===== src/rtl/memctl_mode_pkg.sv =====
package memctl_mode_pkg;

    localparam int MODE_W = 3;
    localparam int CODE_W = 3;

    // Mode codes as reported in status bits [2:0]
    typedef enum logic [MODE_W-1:0] {
        MD_INIT    = 3'd0,
        MD_CFG     = 3'd1,
        MD_CFG_REQ = 3'd2,
        MD_ACC     = 3'd3,
        MD_ACC_REQ = 3'd4,
        MD_LP      = 3'd5,
        MD_LP_ENT  = 3'd6,
        MD_LP_EXIT = 3'd7
    } mode_e;

    // Request command codes
    typedef enum logic [CODE_W-1:0] {
        CMD_INIT  = 3'd0,
        CMD_CFG   = 3'd1,
        CMD_GO    = 3'd2,
        CMD_SLEEP = 3'd3,
        CMD_WAKE  = 3'd4
    } cmd_e;

    // Decoded request, at most one bit set
    typedef struct packed {
        logic cfg;
        logic go;
        logic sleep;
        logic wake;
    } req_t;

    // Acknowledges from the memory side
    typedef struct packed {
        logic quiesce;
        logic sr_in;
        logic sr_out;
    } ack_t;

    function automatic logic mode_is_transient(mode_e m);
        return (m == MD_CFG_REQ) || (m == MD_ACC_REQ) ||
               (m == MD_LP_ENT)  || (m == MD_LP_EXIT);
    endfunction

endpackage


===== src/rtl/memctl_req_decode.sv =====
module memctl_req_decode
    import memctl_mode_pkg::*;
(
    input  logic              req_valid,
    input  logic [CODE_W-1:0] req_code,
    output req_t              req
);
    always_comb begin
        req = '0;
        if (req_valid) begin
            case (req_code)
                CMD_CFG:   req.cfg   = 1'b1;
                CMD_GO:    req.go    = 1'b1;
                CMD_SLEEP: req.sleep = 1'b1;
                CMD_WAKE:  req.wake  = 1'b1;
                default:   req       = '0; // init and undefined codes
            endcase
        end
    end
endmodule


===== src/rtl/memctl_mode_next.sv =====
module memctl_mode_next
    import memctl_mode_pkg::*;
(
    input  mode_e cur,
    input  req_t  req,
    input  ack_t  ack,
    output mode_e nxt
);
    always_comb begin
        nxt = cur;
        unique case (cur)
            MD_INIT:    if (req.cfg)     nxt = MD_CFG_REQ;
            MD_CFG:     if (req.go)      nxt = MD_ACC_REQ;
            MD_ACC: begin
                if (req.cfg)             nxt = MD_CFG_REQ;
                else if (req.sleep)      nxt = MD_LP_ENT;
            end
            MD_LP:      if (req.wake)    nxt = MD_LP_EXIT;
            MD_CFG_REQ: if (ack.quiesce) nxt = MD_CFG;
            MD_ACC_REQ: if (ack.quiesce) nxt = MD_ACC;
            MD_LP_ENT:  if (ack.sr_in)   nxt = MD_LP;
            MD_LP_EXIT: if (ack.sr_out)  nxt = MD_ACC;
            default:                     nxt = cur;
        endcase
    end
endmodule


===== src/rtl/memctl_status_fmt.sv =====
module memctl_status_fmt
    import memctl_mode_pkg::*;
#(
    parameter int STAT_W = 32
) (
    input  mode_e             mode,
    output logic [STAT_W-1:0] status
);
    localparam int PAD_W = STAT_W - MODE_W;

    generate
        if (PAD_W > 0) begin : g_pad
            assign status = {{PAD_W{1'b0}}, mode};
        end else begin : g_nopad
            assign status = mode;
        end
    endgenerate
endmodule


===== src/rtl/memctl_mode_fsm.sv =====
module memctl_mode_fsm
    import memctl_mode_pkg::*;
#(
    parameter int STAT_W = 32
) (
    input  logic              clk,
    input  logic              rst,
    input  logic              req_valid,
    input  logic [CODE_W-1:0] req_code,
    input  logic              quiesce_ack,
    input  logic              sr_entry_ack,
    input  logic              sr_exit_ack,
    output logic [STAT_W-1:0] status_o
);
    mode_e mode_q;
    mode_e mode_d;
    req_t  req;
    ack_t  ack;

    assign ack = '{quiesce: quiesce_ack, sr_in: sr_entry_ack, sr_out: sr_exit_ack};

    memctl_req_decode u_dec (
        .req_valid (req_valid),
        .req_code  (req_code),
        .req       (req)
    );

    memctl_mode_next u_next (
        .cur (mode_q),
        .req (req),
        .ack (ack),
        .nxt (mode_d)
    );

    always_ff @(posedge clk) begin
        if (rst) mode_q <= MD_INIT;
        else     mode_q <= mode_d;
    end

    memctl_status_fmt #(.STAT_W(STAT_W)) u_fmt (
        .mode   (mode_q),
        .status (status_o)
    );
endmodule


===== config.mk =====
export PLATFORM = sky130hd
export DESIGN_NAME = memctl_mode_fsm
export DESIGN_NICKNAME = d
export VERILOG_FILES = /design/src/rtl/memctl_mode_pkg.sv /design/src/rtl/memctl_req_decode.sv /design/src/rtl/memctl_mode_next.sv /design/src/rtl/memctl_status_fmt.sv /design/src/rtl/memctl_mode_fsm.sv
export SDC_FILE = /design/constraint.sdc
export NUM_CORES = 1
export LEC_CHECK = 0
export BUFFER_PORTS_ARGS = -buffer_cell sky130_fd_sc_hd__buf_4
export CORE_AREA = 2 2 39 41
export CTS_CLUSTER_DIAMETER = 200
export DETAILED_ROUTE_END_ITERATION = 12
export DIE_AREA = 0 0 41 43
export PLACE_DENSITY = 0.77
export SLEW_MARGIN = 20
export SYNTH_ARGS = -nofsm -noshare
export SYNTH_HDL_FRONTEND = slang
export SYNTH_HIERARCHICAL = 1
export SYNTH_SLANG_ARGS = --single-unit

===== constraint.sdc =====
create_clock -name clk -period 2.3 [get_ports clk]
set_input_delay 0.345 -clock clk [delete_from_list [all_inputs] [get_ports clk]]
set_output_delay 0.345 -clock clk [all_outputs]
set_load 0.005 [all_outputs]

==> reports/qor.csv, run 1 <==
metric;value;unit
Top reg by flops;mode_q;
Regs by FF count;mode_q x3;
Post-DP HPWL;619;um
final setup TNS;0;ns
post-CTS resize count;0;
Initial Util;0.361;
final net count;86;
Max FO, Critical Path;8;
Cell Area, Synth;499;sq um
ant diodes;0;
fill count;164;
worst hold margin;0.282;ns
critical path endpoint category;register;
Final Cycle Share;0.538;
DRT Pass-1 Iters;3;
Final Hold Viols;0;
Clock Tree Root;clkbuf_4;
Port Buffers;11;
CTS Buf Count;3;
initial antenna violation count;0;
synthesis-stage register bit count;3;
Reg clk slew, reported paths;0.04;ns
sequential area share after synthesis;0.120;
die height;43;um
# clock sinks;3;
wire per inst;8.34;um
layout cells sized above 1;0.197;
initial drt markers;8;
crit path time final;1.24;ns
Placement Setup Slack;0.836;ns
RSZ-0062 raised after global routing;no;
reg-to-reg setup timing slack;1.06;ns
std cell rows;14;
vias in the first global route;250;
largest area contributor in the netlist;buf_4;
CTS tree;yes;
Via density;4.03;
Layout area overhead;-2.01;%
Mean Syn Cell Area;7.56;sq um
Arr. time, crit path;1.37;ns
Post-Synthesis Cells;66;
Final Setup Violations;0;
CP required;2.43;ns
CTS Hold Bufs;0;
gpl congestion;0.734;
ys async rst share;0;
final antenna-violating net count;0;
Routed WL;767;um
Ys Warns;6;
top-area cell type share of the netlist area;0.481;
Pwr Density;385;nW/um^2
first-pass GRT wire length;1010;um
# Post-CTS Setup Buffers;0;
# DRC;0;
crit path kind;reg2reg;
largest net degree at the start of global routing;10;
width of the chip;41;um
worst setup margin;1.06;ns
Netlist cell types;22;
cell leakage power;0.244;nW
Max Root-Sink Buffers;2;
Worst VDD drop;0.162;mV
Post-synth EDFFs;0;
I/O pins;41;
gr usage total;0.0892;
fmax;0.809;GHz
Overall Power;0.188;mW
fin. max-slew vios;0;
status;finished, final reports clean;
GR Overflow Total;0;
CP startpoint kind;register;
Hold Path Class;in2reg;
H-Tree Depth;1;
Clk Latency, worst-skew pair;0.24;ns
max reg flops;3;
synth top area cells;buf_4 48%, dfxtp_1 12%, and4bb_1 5.0%;
vias;371;
DIE AREA;1760;sq um
Max Cap Viol;0;
most numerous cell in the Yosys netlist;buf_4;
main flop type after synthesis;dfxtp_1;
core area;1380;sq um
Clock Skew;0.00500;ns
area of the multi-input gates;289;sq um
FF/Latch Area;60.1;sq um
placed cells by master (no fill, tap or decap), drive strengths merged:
| cell | n |
|---|---|
| conb | 29 |
| buf | 11 |
| clkbuf | 4 |
| nor2b | 3 |
| dfxtp | 3 |
| inv | 3 |
| nand2 | 3 |
| a21oi | 3 |
| and4bb | 3 |
| o21ai | 2 |
| or2b | 2 |
| and4b | 1 |
| nand3b | 1 |
| a32oi | 1 |
| o31ai | 1 |
| nor2 | 1 |
| a311o | 1 |
| a22oi | 1 |
| a31oi | 1 |
| nand3 | 1 |
| o22ai | 1 |
worst paths after layout:
path,cells past startpoint,to,startpoint
setup / recovery,4,mode_q[0]$_SDFF_PP0_,mode_q[0]$_SDFF_PP0_
hold reg to reg,3,mode_q[2]$_SDFF_PP0_,mode_q[1]$_SDFF_PP0_
setup reg to reg,4,mode_q[0]$_SDFF_PP0_,mode_q[0]$_SDFF_PP0_
hold / removal,2,mode_q[2]$_SDFF_PP0_,rst
area by class of cell:
cell class,count,share of cell area
flip-flops and latches,3,0.123
clock buffers,4,0.0537
repair buffers,11,0.169
inverters,3,0.0230
well taps,16,0.0409
multi-input cells,55,0.591
where the power goes:
| group | switching [mW] | total, mW | leakage [nW] | internal [mW] |
|---|---|---|---|---|
| registers | 0.00240 | 0.0559 | 0.0243 | 0.0535 |
| logic | 0.0205 | 0.0373 | 0.205 | 0.0169 |
| clock network | 0.0297 | 0.0949 | 0.0150 | 0.0652 |
| total | 0.0526 | 0.188 | 0.244 | 0.136 |
routing by layer:
metal | track usage | vias up | wire length [um]
met4 | 0.0800 | 0 | 23
met5 | 0 | - | 0
met2 | 0.134 | 24 | 398
met1 | 0.0990 | 165 | 263
li1 | - | 180 | -
met3 | 0.0157 | 2 | 81
worst max-delay path, stage by stage, from the launching register on:
cell and delay, ns:
dfxtp_1 0.44, or2b_1 0.16, o31ai_1 0.07, a311o_1 0.33
nor2b_1 0.12
logic make-up (layout without fill, tap and decap cells):
group                  Yosys count  in the layout  share of synthesized area
AO/OA/AOI/OAI                   11             11                      0.143
AND/OR/NAND/NOR                 15             15                      0.218
other                            1             29                    0.00751
buffers and inverters           36             18                      0.511
flip-flops                       3              3                      0.120
stage by stage:
stage,area (sq um),util,std cells
floorplan,604,-,94
global placement,463,0.335,88
detailed placement,463,0.335,88
CTS,489,0.354,92
global route,489,0.354,92
finish,489,0.354,92
Power figures use the tool's default switching activity.
==> run 2: changes to the inputs <==
--- a/config.mk
+++ b/config.mk
@@ -5,12 +5,13 @@
 export SDC_FILE = /design/constraint.sdc
 export NUM_CORES = 1
 export LEC_CHECK = 0
+export ABC_AREA = 1
 export BUFFER_PORTS_ARGS = -buffer_cell sky130_fd_sc_hd__buf_4
-export CORE_AREA = 2 2 39 41
+export CORE_MARGIN = 2
+export CORE_UTILIZATION = 39
 export CTS_CLUSTER_DIAMETER = 200
 export DETAILED_ROUTE_END_ITERATION = 12
-export DIE_AREA = 0 0 41 43
-export PLACE_DENSITY = 0.77
+export PLACE_DENSITY = 0.76
 export SLEW_MARGIN = 20
 export SYNTH_ARGS = -nofsm -noshare
 export SYNTH_HDL_FRONTEND = slang
==> constraint.sdc (replaced) <==
create_clock -name clk -period 1.3 [get_ports clk]
set_input_delay 0.195 -clock clk [delete_from_list [all_inputs] [get_ports clk]]
set_output_delay 0.195 -clock clk [all_outputs]
set_load 0.005 [all_outputs]
==> run 2 against run 1 <==
  * Clock skew grew 0.0030 ns
  * Critical path depth shrank 3
  * Sequential cell count is the same
  * Sequential power rose by 75%
  * Non-clock buffer count unchanged
  * Critical path type is now reg2out
==> reports/qor.csv, run 2 <==
metric;value;unit
most numerous cell in the Yosys netlist;buf_4;
Layout area overhead;-3.94;%
post-CTS resize count;0;
Worst path slowest cell;dfxtp_1;
critical path endpoint category;output pin;
Post-DP HPWL;698;um
# DRC;0;
fin. max-slew vios;0;
Pwr Density;609;nW/um^2
final net count;113;
die height;42.3;um
status;finished, final reports clean;
ant diodes;0;
Compound-Gate Fraction of Synth Area;0.0328;
initial antenna violation count;0;
Clock Tree Root;clkbuf_4;
Regs by FF count;mode_q x3;
width of the chip;42.3;um
multiplexer area fraction after synthesis;0;
ys async rst share;0;
H-Tree Depth;1;
Initial Util;0.429;
Routed WL;864;um
RSZ-0062 raised after global routing;no;
synthesis-stage register bit count;3;
worst hold margin;0.127;ns
initial drt markers;15;
GR Overflow Total;0;
gpl congestion;0.775;
Clk Latency, worst-skew pair;0.24;ns
fmax;0.882;GHz
Netlist cell types;15;
Post-synth EDFFs;0;
Synth Area in Simple Gates;0.311;
# Post-CTS Setup Buffers;0;
Synth Area in Adders;0;
cell leakage power;0.315;nW
synth top area cells;buf_4 45%, dfxtp_1 11%, nor2_1 9.2%;
max reg flops;3;
crit path time final;1.13;ns
Arr. time, crit path;0.94;ns
CP startpoint kind;register;
CTS tree;yes;
Post-Synthesis Cells;94;
DRT Pass-1 Iters;5;
CTS Hold Bufs;0;
Via density;3.93;
Cell Chain, Critical Path;buf_4;
Ys Warns;6;
most frequent cells after synthesis;34 x buf_4, 14 x nor2_1, 12 x inv_1;
Max FO, Critical Path;10;
Clock Skew;0.00800;ns
Mean Syn Cell Area;6.08;sq um
std cell rows;13;
Hold Path Class;in2reg;
Worst Path Buf+Inv;1;
vias;464;
crit path kind;reg2out;
final setup TNS;0;ns
main flop type after synthesis;dfxtp_1;
Max Root-Sink Buffers;2;
Max Cap Viol;0;
Final Hold Viols;0;
# clock sinks;3;
most frequent cells in the layout;29 x conb_1, 14 x nor2_1, 12 x inv_1, 11 x buf_4, 10 x nand2_1;
Synth Area in XOR/XNOR;0;
DIE AREA;1790;sq um
largest family of logic cells by synthesized area;buffers and inverters;
Worst VDD drop;0.316;mV
largest area contributor in the netlist;buf_4;
Final Setup Violations;0;
max incr delay on CP;0.52;ns
wire per inst;7.32;um
gr usage total;0.100;
core area;1330;sq um
sequential area share after synthesis;0.105;
first-pass GRT wire length;1310;um
Final Cycle Share;0.872;
commonest non-fill, non-tap cell in the layout;conb_1;
Cell Area, Synth;572;sq um
cell family with most CP delay;flip-flops;
final antenna-violating net count;0;
CP required;1.11;ns
top-area cell type share of the netlist area;0.446;
layout cells sized above 1;0.194;
I/O pins;41;
Top reg by flops;mode_q;
vias in the first global route;348;
Reg clk slew, reported paths;0.04;ns
largest net degree at the start of global routing;11;
Port Buffers;11;
CTS Buf Count;3;
run 2: cell types whose count changed in the layout (fill, tap and decap cells not counted), moves of 3 or more:
| cell | previous run | this run |
|---|---|---|
| nor2_1 | 1 | 14 |
| inv_1 | 3 | 12 |
| nand2_1 | 3 | 10 |
| nand3_1 | 1 | 7 |
| nand4_1 | 0 | 4 |
| inv_2 | 0 | 3 |
| nor2b_1 | 3 | 0 |
run 2: kinds of logic (layout without fill, tap and decap cells):
logic type	Yosys count	in the layout
and+or+nand+nor	38	38
DFF	3	3
other	1	29
AOI/OAI and AO/OA	3	3
buffers and inverters	49	30
run 2: layout make-up:
cell class                      count  area, sq um
Multi-Input combinational cell     70          305
Timing Repair Buffer               11         82.6
Inverter                           15         56.3
Sequential cell                     3         60.1
Tap cell                           15         18.8
Clock buffer                        4         26.3
Fill cell                         148          785
run 2: worst paths after layout:
check	cells past startpoint	end	slack, ns	startpoint
worst max-delay path	1	status_o[0]	0.17	mode_q[0]$_SDFF_PP0_
worst min-delay path	2	mode_q[1]$_SDFF_PP0_	0.13	rst
worst max register to register	7	mode_q[1]$_SDFF_PP0_	0.18	mode_q[2]$_SDFF_PP0_
worst min register to register	4	mode_q[2]$_SDFF_PP0_	0.73	mode_q[2]$_SDFF_PP0_
run 2: stage by stage:
step	power [mW]	instances	area, sq um	setup slack, ns	util
finish	0.335	118	549	0.166	0.412
global route	0.369	118	549	0.0487	0.412
CTS	0.340	118	549	0.157	0.412
detailed placement	0.165	114	523	0.173	0.392
global placement	0.164	114	523	0.187	0.392
floorplan	0.203	122	677	0.343	-
run 2: where the power goes:
group	internal [mW]	switching, mW	total (mW)
sequential	0.0941	0.00351	0.0976
combinational	0.0252	0.0423	0.0675
clock	0.115	0.0543	0.170
total	0.235	0.100	0.335
run 2: per-layer routing:
layer  global-route usage  share of wire
met3               0.0388           0.10
met2                0.172           0.53
met4               0.0750              0
met5                    0              0
met1               0.0946           0.37
==> run 3: changes to the inputs <==
--- a/config.mk
+++ b/config.mk
@@ -7,11 +7,10 @@
 export LEC_CHECK = 0
 export ABC_AREA = 1
 export BUFFER_PORTS_ARGS = -buffer_cell sky130_fd_sc_hd__buf_4
-export CORE_MARGIN = 2
 export CORE_UTILIZATION = 39
 export CTS_CLUSTER_DIAMETER = 200
 export DETAILED_ROUTE_END_ITERATION = 12
-export PLACE_DENSITY = 0.76
+export PLACE_DENSITY = 0.77
 export SLEW_MARGIN = 20
 export SYNTH_ARGS = -nofsm -noshare
 export SYNTH_HDL_FRONTEND = slang
==> run 3 against run 2 <==
  * Core utilization increased by 0.56 points
  * Sequential cell count is the same
  * Fmax is 1.0% lower
  * Die area shrank 9.2%
  * Register-to-register slack got worse by 0.03 ns
  * Cell count grew 0.85%
  * Final area is 1.4% higher
  * Clock skew decreased by 0.0067 ns
  * Hold slack better by 0.012 ns
  * Via count grew 2.8%
  * First-iteration DRC count fell by 20%
  * Critical endpoint is now mode_q[0]$_SDFF_PP0_
  * Largest cell class unchanged
  * Largest power group unchanged
==> reports/qor.csv, run 3 (synthesized netlist as in run 2, its figures left out) <==
metric;value;unit
vias;477;
# Post-CTS Setup Buffers;0;
Clock Tree Root;clkbuf_4;
Worst path slowest cell;dfxtp_1;
Layout area overhead;-2.63;%
CTS Hold Bufs;0;
Cell Chain, Critical Path;nor2_1 -> nand3_1 -> inv_1 -> nor2_1 -> nand3_1 -> inv_1 -> nor2_1;
CP Launch Point;mode_q[0]$_SDFF_PP0_;
Routed WL;843;um
final net count;114;
hold path cells;2;
critical path endpoint category;register;
vias in the first global route;332;
DRT Pass-1 Iters;4;
Max Root-Sink Buffers;2;
I/O pins;41;
Internal;0.234;mW
Pwr Density;585;nW/um^2
Final Cycle Share;0.881;
beginning of the worst register-to-register path;mode_q[0]$_SDFF_PP0_;
ant diodes;0;
most frequent cells in the layout;29 x conb_1, 14 x nor2_1, 12 x inv_1, 12 x buf_4, 10 x nand2_1;
Comb pwr share;0.207;
Final Hold Viols;0;
layout cells sized above 1;0.202;
DIE AREA;1620;sq um
Switching Share;0.280;
Clk Latency, worst-skew pair;0.23;ns
hold_sp;rst;
cell leakage power;0.320;nW
width of the chip;40.3;um
fin. max-slew vios;0;
Worst Path Buf+Inv;2;
Max Cap Viol;0;
worst reg2reg path depth;7;
Sw Pwr;0.0913;mW
die height;40.3;um
CTS Buf Count;3;
commonest non-fill, non-tap cell in the layout;conb_1;
Via density;4.01;
final antenna-violating net count;0;
Clock Skew;0.00134;ns
gr usage total;0.121;
reg-to-reg setup timing slack;0.15;ns
status;finished, final reports clean;
GR Overflow Total;0;
Hold Path Class;in2reg;
Worst path most repeated cell;nor2_1;
fmax;0.873;GHz
Arr. time, crit path;1.27;ns
Regs by FF count;mode_q x3;
Reg clk slew, reported paths;0.04;ns
H-Tree Depth;1;
Initial Util;0.429;
worst r2r dst;mode_q[0]$_SDFF_PP0_;
sequential power share;0.300;
post-CTS resize count;0;
Post-DP HPWL;708;um
core area;1330;sq um
Max FO, Critical Path;10;
largest net degree at the start of global routing;11;
RSZ-0062 raised after global routing;no;
std cell rows;13;
final setup TNS;0;ns
initial antenna violation count;0;
clock share of power;0.494;
Final Setup Violations;0;
CP startpoint kind;register;
crit path time final;1.15;ns
Port Buffers;11;
# clock sinks;3;
max incr delay on CP;0.53;ns
Top reg by flops;mode_q;
CP required;1.43;ns
crit path kind;reg2reg;
cell family with most CP delay;flip-flops;
initial drt markers;12;
hold path endpoint;mode_q[1]$_SDFF_PP0_;
max reg flops;3;
Worst VDD drop;0.391;mV
wire per inst;7.08;um
gpl congestion;0.817;
Core Util, Final;0.417;
Overall Power;0.326;mW
first-pass GRT wire length;1280;um
# DRC;0;
CTS tree;yes;
run 3: changes by cell type in the layout (fill, tap and decap cells not counted):
cell   previous run  this run
buf_4            11        12
run 3: area by class of cell:
| type | instances | area (sq um) |
|---|---|---|
| clock buffers | 4 | 26.3 |
| well taps | 15 | 18.8 |
| multi-input cells | 70 | 305 |
| fillers | 145 | 777 |
| repair buffers | 12 | 90.1 |
| flip-flops and latches | 3 | 60.1 |
| inverters | 15 | 56.3 |
run 3: power groups by stage:
stage,combinational (mW),sequential (mW),clock [mW]
global route,0.0824,0.0978,0.185
global placement,0.0649,0.0988,0
detailed placement,0.0659,0.0989,0
CTS,0.0660,0.0975,0.167
finish,0.0674,0.0975,0.161
floorplan,0.106,0.0969,0
run 3: routing by layer:
layer  track usage  share of wire  wire, um  up-vias
met1         0.141           0.37       314      206
met4        0.0500              0         0        0
met5             0              0         0        -
met2         0.194           0.55       467       25
met3        0.0500          0.072        61        0
li1              -              -         -      246
run 3: stage by stage:
stage	cells	hold WS [ns]	instance area (sq um)	setup WS [ns]
after CTS	119	0.134	557	0.150
after global routing	119	0.135	557	0.0236
after global placement	115	0.372	531	0.217
final	119	0.138	557	0.155
after detailed placement	115	0.377	531	0.154
after floorplan	122	0.266	677	0.343
run 3: worst max-delay path by stage:
stage                            to  depth (start not counted)
2_1_floorplan  mode_q[0]$_SDFF_PP0_                          8
3_3_place_gp   mode_q[1]$_SDFF_PP0_                          7
3_5_place_dp   mode_q[0]$_SDFF_PP0_                          7
4_1_cts        mode_q[0]$_SDFF_PP0_                          7
5_1_grt        mode_q[0]$_SDFF_PP0_                          7
6_report       mode_q[0]$_SDFF_PP0_                          7
